**config.mk**
```make
export PLATFORM = sky130hd
export DESIGN_NAME = sync_burst_slave
export DESIGN_NICKNAME = d
export VERILOG_FILES = /design/src/rtl/sync_burst_slave.sv
export SDC_FILE = /design/constraint.sdc
export NUM_CORES = 1
export LEC_CHECK = 0
export CORE_MARGIN = 2
export CORE_UTILIZATION = 24
export CTS_CLUSTER_SIZE = 28
export DETAILED_ROUTE_END_ITERATION = 8
export PLACE_DENSITY = 0.59
export SETUP_SLACK_MARGIN = 0.2
export SLEW_MARGIN = 20
export SYNTH_ARGS = -nofsm -noshare
export SYNTH_HDL_FRONTEND = slang
export SYNTH_SLANG_ARGS = --single-unit
```
**constraint.sdc**
```tcl
create_clock -name clk -period 2.4 [get_ports clk]
set_clock_uncertainty 0.1 [all_clocks]
set_input_delay 0.24 -clock clk [delete_from_list [all_inputs] [get_ports clk]]
set_output_delay 0.24 -clock clk [all_outputs]
set_load 0.01 [all_outputs]
```
**src/rtl/sync_burst_slave.sv**
```systemverilog
module sync_burst_slave #(
  parameter int DW = 16,
  parameter int AW = 16,
  parameter int RW = 5
) (
  input  logic          clk,
  input  logic          rst_n,
  input  logic          bus_ale,
  input  logic [DW-1:0] bus_ad,
  input  logic [AW-1:0] bus_addr,
  input  logic          bus_stb_n,
  input  logic          bus_seq,
  input  logic          bus_wr,
  input  logic          bus_burst,
  input  logic          bus_regsel,
  input  logic          bus_last_n,
  output logic          bus_rdy_n,
  output logic [DW-1:0] bus_rdata,
  output logic          bus_err,
  output logic          ram_en,
  output logic          ram_we,
  output logic [AW-1:0] ram_addr,
  output logic [DW-1:0] ram_wdata,
  input  logic [DW-1:0] ram_rdata,
  output logic          reg_en,
  output logic          reg_we,
  output logic [RW-1:0] reg_addr,
  output logic [DW-1:0] reg_wdata,
  input  logic [DW-1:0] reg_rdata
);

  typedef enum logic [1:0] {S_IDLE, S_ARMED, S_WAIT, S_XFER} st_t;

  st_t           st;
  logic [AW-1:0] cur;
  logic          stb_q, wr_q, burst_q, reg_q, rand_q, err_q;

  logic stb_fall, in_x, in_w, done, rd_issue;

  assign stb_fall = stb_q & ~bus_stb_n;
  assign in_x     = (st == S_XFER);
  assign in_w     = (st == S_WAIT);
  assign done     = ~burst_q | ~bus_last_n;
  assign rd_issue = ~wr_q & (in_w | (in_x & ~done));

  always_ff @(posedge clk or negedge rst_n) begin
    if (!rst_n) begin
      st      <= S_IDLE;
      cur     <= '0;
      stb_q   <= 1'b1;
      wr_q    <= 1'b0;
      burst_q <= 1'b0;
      reg_q   <= 1'b0;
      rand_q  <= 1'b0;
      err_q   <= 1'b0;
    end else begin
      stb_q <= bus_stb_n;
      case (st)
        S_IDLE, S_ARMED: begin
          if (bus_ale) begin
            cur <= bus_ad[AW-1:0];
            st  <= S_ARMED;
          end else if (st == S_ARMED && stb_fall) begin
            wr_q    <= bus_wr;
            reg_q   <= bus_regsel;
            burst_q <= bus_burst & ~bus_regsel;
            rand_q  <= bus_wr & bus_burst & ~bus_regsel & ~bus_seq;
            if (bus_burst && bus_regsel) err_q <= 1'b1;
            st <= S_WAIT;
          end
        end
        S_WAIT: st <= S_XFER;
        S_XFER: begin
          cur <= cur + AW'(1);
          if (done) st <= S_IDLE;
        end
        default: st <= S_IDLE;
      endcase
    end
  end

  assign bus_rdy_n = ~in_x;
  assign bus_err   = err_q;
  assign bus_rdata = (in_x && !wr_q) ? (reg_q ? reg_rdata : ram_rdata) : '0;

  assign ram_en    = ~reg_q & ((wr_q & in_x) | rd_issue);
  assign ram_we    = ~reg_q & wr_q & in_x;
  assign ram_addr  = rand_q ? bus_addr : ((in_w || wr_q) ? cur : cur + AW'(1));
  assign ram_wdata = bus_ad;

  assign reg_en    = reg_q & (wr_q ? in_x : in_w);
  assign reg_we    = reg_q & wr_q & in_x;
  assign reg_addr  = cur[RW-1:0];
  assign reg_wdata = bus_ad;

endmodule


```
## Word-level counts from Yosys, hierarchy flattened

Index checks and enable logic that the tools add are counted.

- Flip-flop bits (word level): 24
- Output and inout port bits: 75
- Word-level logic and storage cells: 65

- Add/sub/neg operators: 1
- Eq/ne operators: 6
- Muxes and demuxes: 11
- Bitwise logic cells: 27
- Reductions and logical operators: 12

Operators with widths:

| kind | count |
|---|---|
| 16-bit two-way mux | 5 |
| 16-bit one-hot mux with 2 select lines | 1 |
| 16-bit by 1-bit adder with 16-bit output, second input constant | 1 |
| 1-bit AND | 14 |
| 1-bit inverter | 10 |
| 2-bit two-way mux | 3 |
| 2-bit one-hot mux with 3 select lines | 1 |
| 2-bit == test, second input constant | 2 |
| 2-bit AND reduction | 2 |
| 4-bit AND reduction | 1 |
| 1-bit logical AND | 3 |
| 3-bit != test, second input constant | 1 |
| 1-bit bitwise OR | 3 |
| 3-bit AND reduction | 1 |
| 2-bit by 1-bit == test with 1-bit output, second input constant | 1 |
| 2-bit zero test | 1 |
| 2-bit by 1-bit != test with 1-bit output, second input constant | 1 |
| 2-bit != test, second input constant | 1 |
| 2-bit nonzero test | 1 |
| 2-bit OR reduction | 1 |
| 1-bit zero test | 1 |
| 1-bit logical OR | 1 |
| 1-bit two-way mux | 1 |

## Longest topological paths before layout

- Depth in word-level cells: 8
- Mapped depth: 7

## Worst setup path before layout

Ideal clock, no wire load.

- Path kind: register -> output
- Start: register cur[0]
- End: output ram_addr[14]
- Arrival: 1874 ps
- Required time: 2060 ps
- Setup slack: 186 ps
- Cell stages (with the launch flop): 6
- Buffers on the path: 0
- Cells stage by stage: dfrtp_1 > ha_1 > nand3_1 > or4_1 > or3_1 > a31oi_1

- Longest elaborated chain between the ends: 3

RTL lines:

| item | line | RTL |
|---|---|---|
| start: declaration | 35 | `logic [AW-1:0] cur;` |
| start signal: assignment | 61 | `cur <= bus_ad[AW-1:0];` |
| start signal: assignment | 74 | `cur <= cur + AW'(1);` |
| 16-bit by 1-bit adder with 16-bit output | 88 | `assign ram_addr = rand_q ? bus_addr : ((in_w \|\| wr_q) ? cur : cur + AW'(1));` |
| 16-bit two-way mux (2 in a row) | 88 |  |
| end: declaration | 22 | `output logic [AW-1:0] ram_addr,` |

No other way between the ends.

## Worst setup path after layout

- Start: register cur[1]
- End: output ram_addr[11]

The elaborated chain is that of the path after synthesis.

==> results.md <==
* Post-route cell area at 4450 µm²
* Worst min-delay path class: input port to async pin
* Routability Congestion at just over 0.8
* Largest net degree at the start of global routing at 27
* Starting density of the core at 0.248
* Post-synthesis sequential area ratio at 0.248
* Via count at roughly 2,800
* Yosys top cell area share at 0.237
* First-pass GRT wire length at 14,800 µm
* Worst path cell trace: buf_4, buf_6, nand4_4, nor4_4, buf_4, or3b_4, a31oi_4, buf_6
* Top Ports at approximately 150
* FILL cells at between 1,000 and 1,500
* Top Usage Layer GRT: met2
* Critical-path maximum fanout at 2
* Pwr Density at roughly 630 nW/µm²
* # hold bufs at CTS at 0
* Worst Tran Pin Value at between 500 and 600 ps
* Top_reg_cell synth: dfrtp_1
* Chip height at approximately 100 µm
* Root buffer cell: clkbuf_8
* Clk sinks at 24
* Drt pass-1 iters at 4
* Achievable frequency at 422 MHz
* N_diodes at 0
* DP HPWL at about 6900 µm
* Register area at 603 µm²
* Synth Cell Area at about 2400 µm²
* Worst Setup Start Kind: flop
* CP Data Arrival Time at roughly 2000 ps
* YS warnings at 0
* Remaining DRCs at 0
* Slew margin rel. at 0.600
* CP top delay family: simple AND/OR/NAND/NOR gates
* Status: finished, final reports clean
* Finished Core Util at 0.453
* Pleak at 2.06 nW
* Row cnt at 36
* WL/cell at about 15 µm
* FF+latch count, synth at 24
* Met2 usage at 0.293
* Clock Path Buffers at 2
* Critical Path Slowest Stage Cell: dfrtp_1
* Port buffer count at approximately 150
* Critical path capture point type: output port
* H-tree depth at 1
* Area of the core at a little under 10,000 µm²
* Post-route ant nets at 0
* Global route total overflow at 0
* CTS Buf Count at 3
* Worst setup margin at 31.0 ps
* Area leader, netlist: dfrtp_1
* Critical Path RT at between 2000 and 2500 ps
* Reg clk slew, reported paths at about 90 ps
* CP bufs+invs at 4
* Initial antenna violation count at 0
* Vias in the first global route at about 3,000
* Peak VDD IR at 0.000337 V
* Pre-CTS WS at -321 ps
* Grt met1 use at 0.201
* 1st-iter DRT viols at around 110
* RSZ-0062 raised after global routing: true
* Top post-synthesis cells by area: dfrtp_1 24%, buf_4 11%, mux2i_1 9.1%, nor2_1 5.1%, xnor2_1 4.3%
* Die width at about 100 µm
* Post-synthesis cell count at ~310
* Max-Cap Viols at 0
* Post-Route WL at 9060 µm
* Post-synth EDFFs at 0
* Fin crit share at 0.987
* Clock latency on the worst-skew pair at ~270 ps
* Period minus WS final at 2370 ps
* Power, Total at approximately 2.8 mW
* CTS tree: built
* Final Hold Viols at 0
* Average size of a mapped cell at 7.74 µm²
* Post-synthesis cell type count at 47
* FFs w/ async S/R, synth at 1.00
* Area of the multi-input gates at around 1700 µm²
* Met3 Use GR at 0.0312
* Total track usage at 0.162
* Layout cells sized above 1 at 0.247
* Placed Instance Area at about 4000 µm²
* Vias/cell at 4.70
* Crit Path Category: flop to output port
* Die area at approximately 11,000 µm²
* Max incr delay on CP at about 410 ps
* Final setup violation count at 0
* Slew Viols, Final at 0
* Syn Nets at between 300 and 400
* Synth-to-layout area growth at 82.9%
* Nets at 541
[area by class of cell]
| type | instances | share of cell area |
|---|---|---|
| timing repair buffer | 208 | 0.439 |
| multi-input combinational | 223 | 0.372 |
| sequential | 24 | 0.136 |
| tap | 133 | 0.0374 |
| clock buffer | 4 | 0.0101 |
| inverter | 7 | 0.00591 |
[power by group]
group	total (mW)	internal, mW	switching [mW]	leakage (nW)
Clock	0.247	0.119	0.128	0.0228
Combinational	1.96	1.01	0.949	1.76
Sequential	0.597	0.507	0.0900	0.281
Total	2.80	1.64	1.17	2.06
[cell usage after synthesis (2+ instances only)]
library cell,number
or4_1,4
nand3b_1,2
nand2b_1,4
buf_2,5
a211oi_1,8
o21ai_0,16
mux2_2,3
buf_1,3
xnor2_1,12
or3_1,5
nand2_1,27
nand4_1,4
buf_4,37
nor2_1,33
a31oi_1,9
o41ai_1,3
clkbuf_1,15
o31ai_1,2
mux2i_1,22
o22ai_1,2
dfrtp_1,23
or2_2,3
inv_1,7
nor4_1,7
and3_1,3
nand3_1,5
a21oi_1,14
nor2b_1,9
nor3_1,3
xor2_1,4
o211a_1,2
nand4_2,2
or3b_2,2
[final timing paths]
path                                     start                  end  slack (ps)  cells after the start
max                         cur[1]$_DFFE_PN0P_         ram_addr[11]          30                      8
min                                      rst_n  cur[13]$_DFFE_PN0P_         230                      2
max reg2reg                 cur[1]$_DFFE_PN0P_  cur[13]$_DFFE_PN0P_         390                      8
min reg2reg                bus_err$_DFFE_PN0P_  bus_err$_DFFE_PN0P_         380                      1
max in group asynchronous                rst_n      stb_q$_DFF_PN1_        1660                      2
min in group clk                     bus_stb_n      stb_q$_DFF_PN1_         310                      1
[per-layer routing]
metal  vias to the layer above  routed length (µm)
met4                         0                 118
met1                      1333                3880
met3                        13                 458
met5                         -                   0
li1                       1386                   -
met2                        84                4600
[metrics by stage]
| stage | hold WS [ps] | cells | setup TNS (ps) |
|---|---|---|---|
| CTS | 244 | 591 | -74.1 |
| finish | 230 | 599 | 0 |
| detailed placement | 361 | 575 | -1010 |
| floorplan | -156 | 314 | 0 |
| global placement | 364 | 575 | -703 |
| global route | 258 | 599 | -178 |
[cells in the final DEF, fill, tap and decap left out, types with 3 or more instances in the layout]
| cell | count |
|---|---|
| inv_1 | 7 |
| o21ai_1 | 5 |
| nor4_1 | 6 |
| or3_1 | 3 |
| nor2_1 | 33 |
| nor2b_1 | 9 |
| xor2_1 | 4 |
| xnor2_1 | 12 |
| mux2_2 | 3 |
| buf_4 | 50 |
| dlymetal6s2s_1 | 17 |
| a31oi_1 | 7 |
| buf_6 | 12 |
| nand3_1 | 4 |
| nand2_1 | 27 |
| clkbuf_8 | 3 |
| a21oi_1 | 14 |
| dlygate4sd2_1 | 3 |
| o41ai_4 | 3 |
| buf_2 | 12 |
| nand2b_1 | 3 |
| dfrtp_1 | 22 |
| o21ai_0 | 11 |
| a211oi_1 | 8 |
| mux2i_1 | 21 |
| and3_1 | 3 |
| clkdlybuf4s50_1 | 111 |
| nand4_1 | 4 |
[state kept, by name (all words and copies together) (netlist names)]
signal   flops
burst_q      1
bus_err      1
cur         16
rand_q       1
reg_q        1
st           2
stb_q        1
wr_q         1
[logic make-up after synthesis]
logic type / share of synthesized area
AO/OA/AOI/OAI: 0.158
XOR/XNOR: 0.0576
adder cells (fa/ha/maj): 0.00515
buffers and inverters: 0.163
flip-flops: 0.248
multiplexers: 0.104
AND/OR/NAND/NOR: 0.264
[what timing repair did]
item	in CTS	in global routing
pin swaps	17	11
gates resized for setup	98	43
endpoints found under the setup margin	36	33
setup buffers	12	8
No activity file was read; power rests on OpenSTA's default activity.
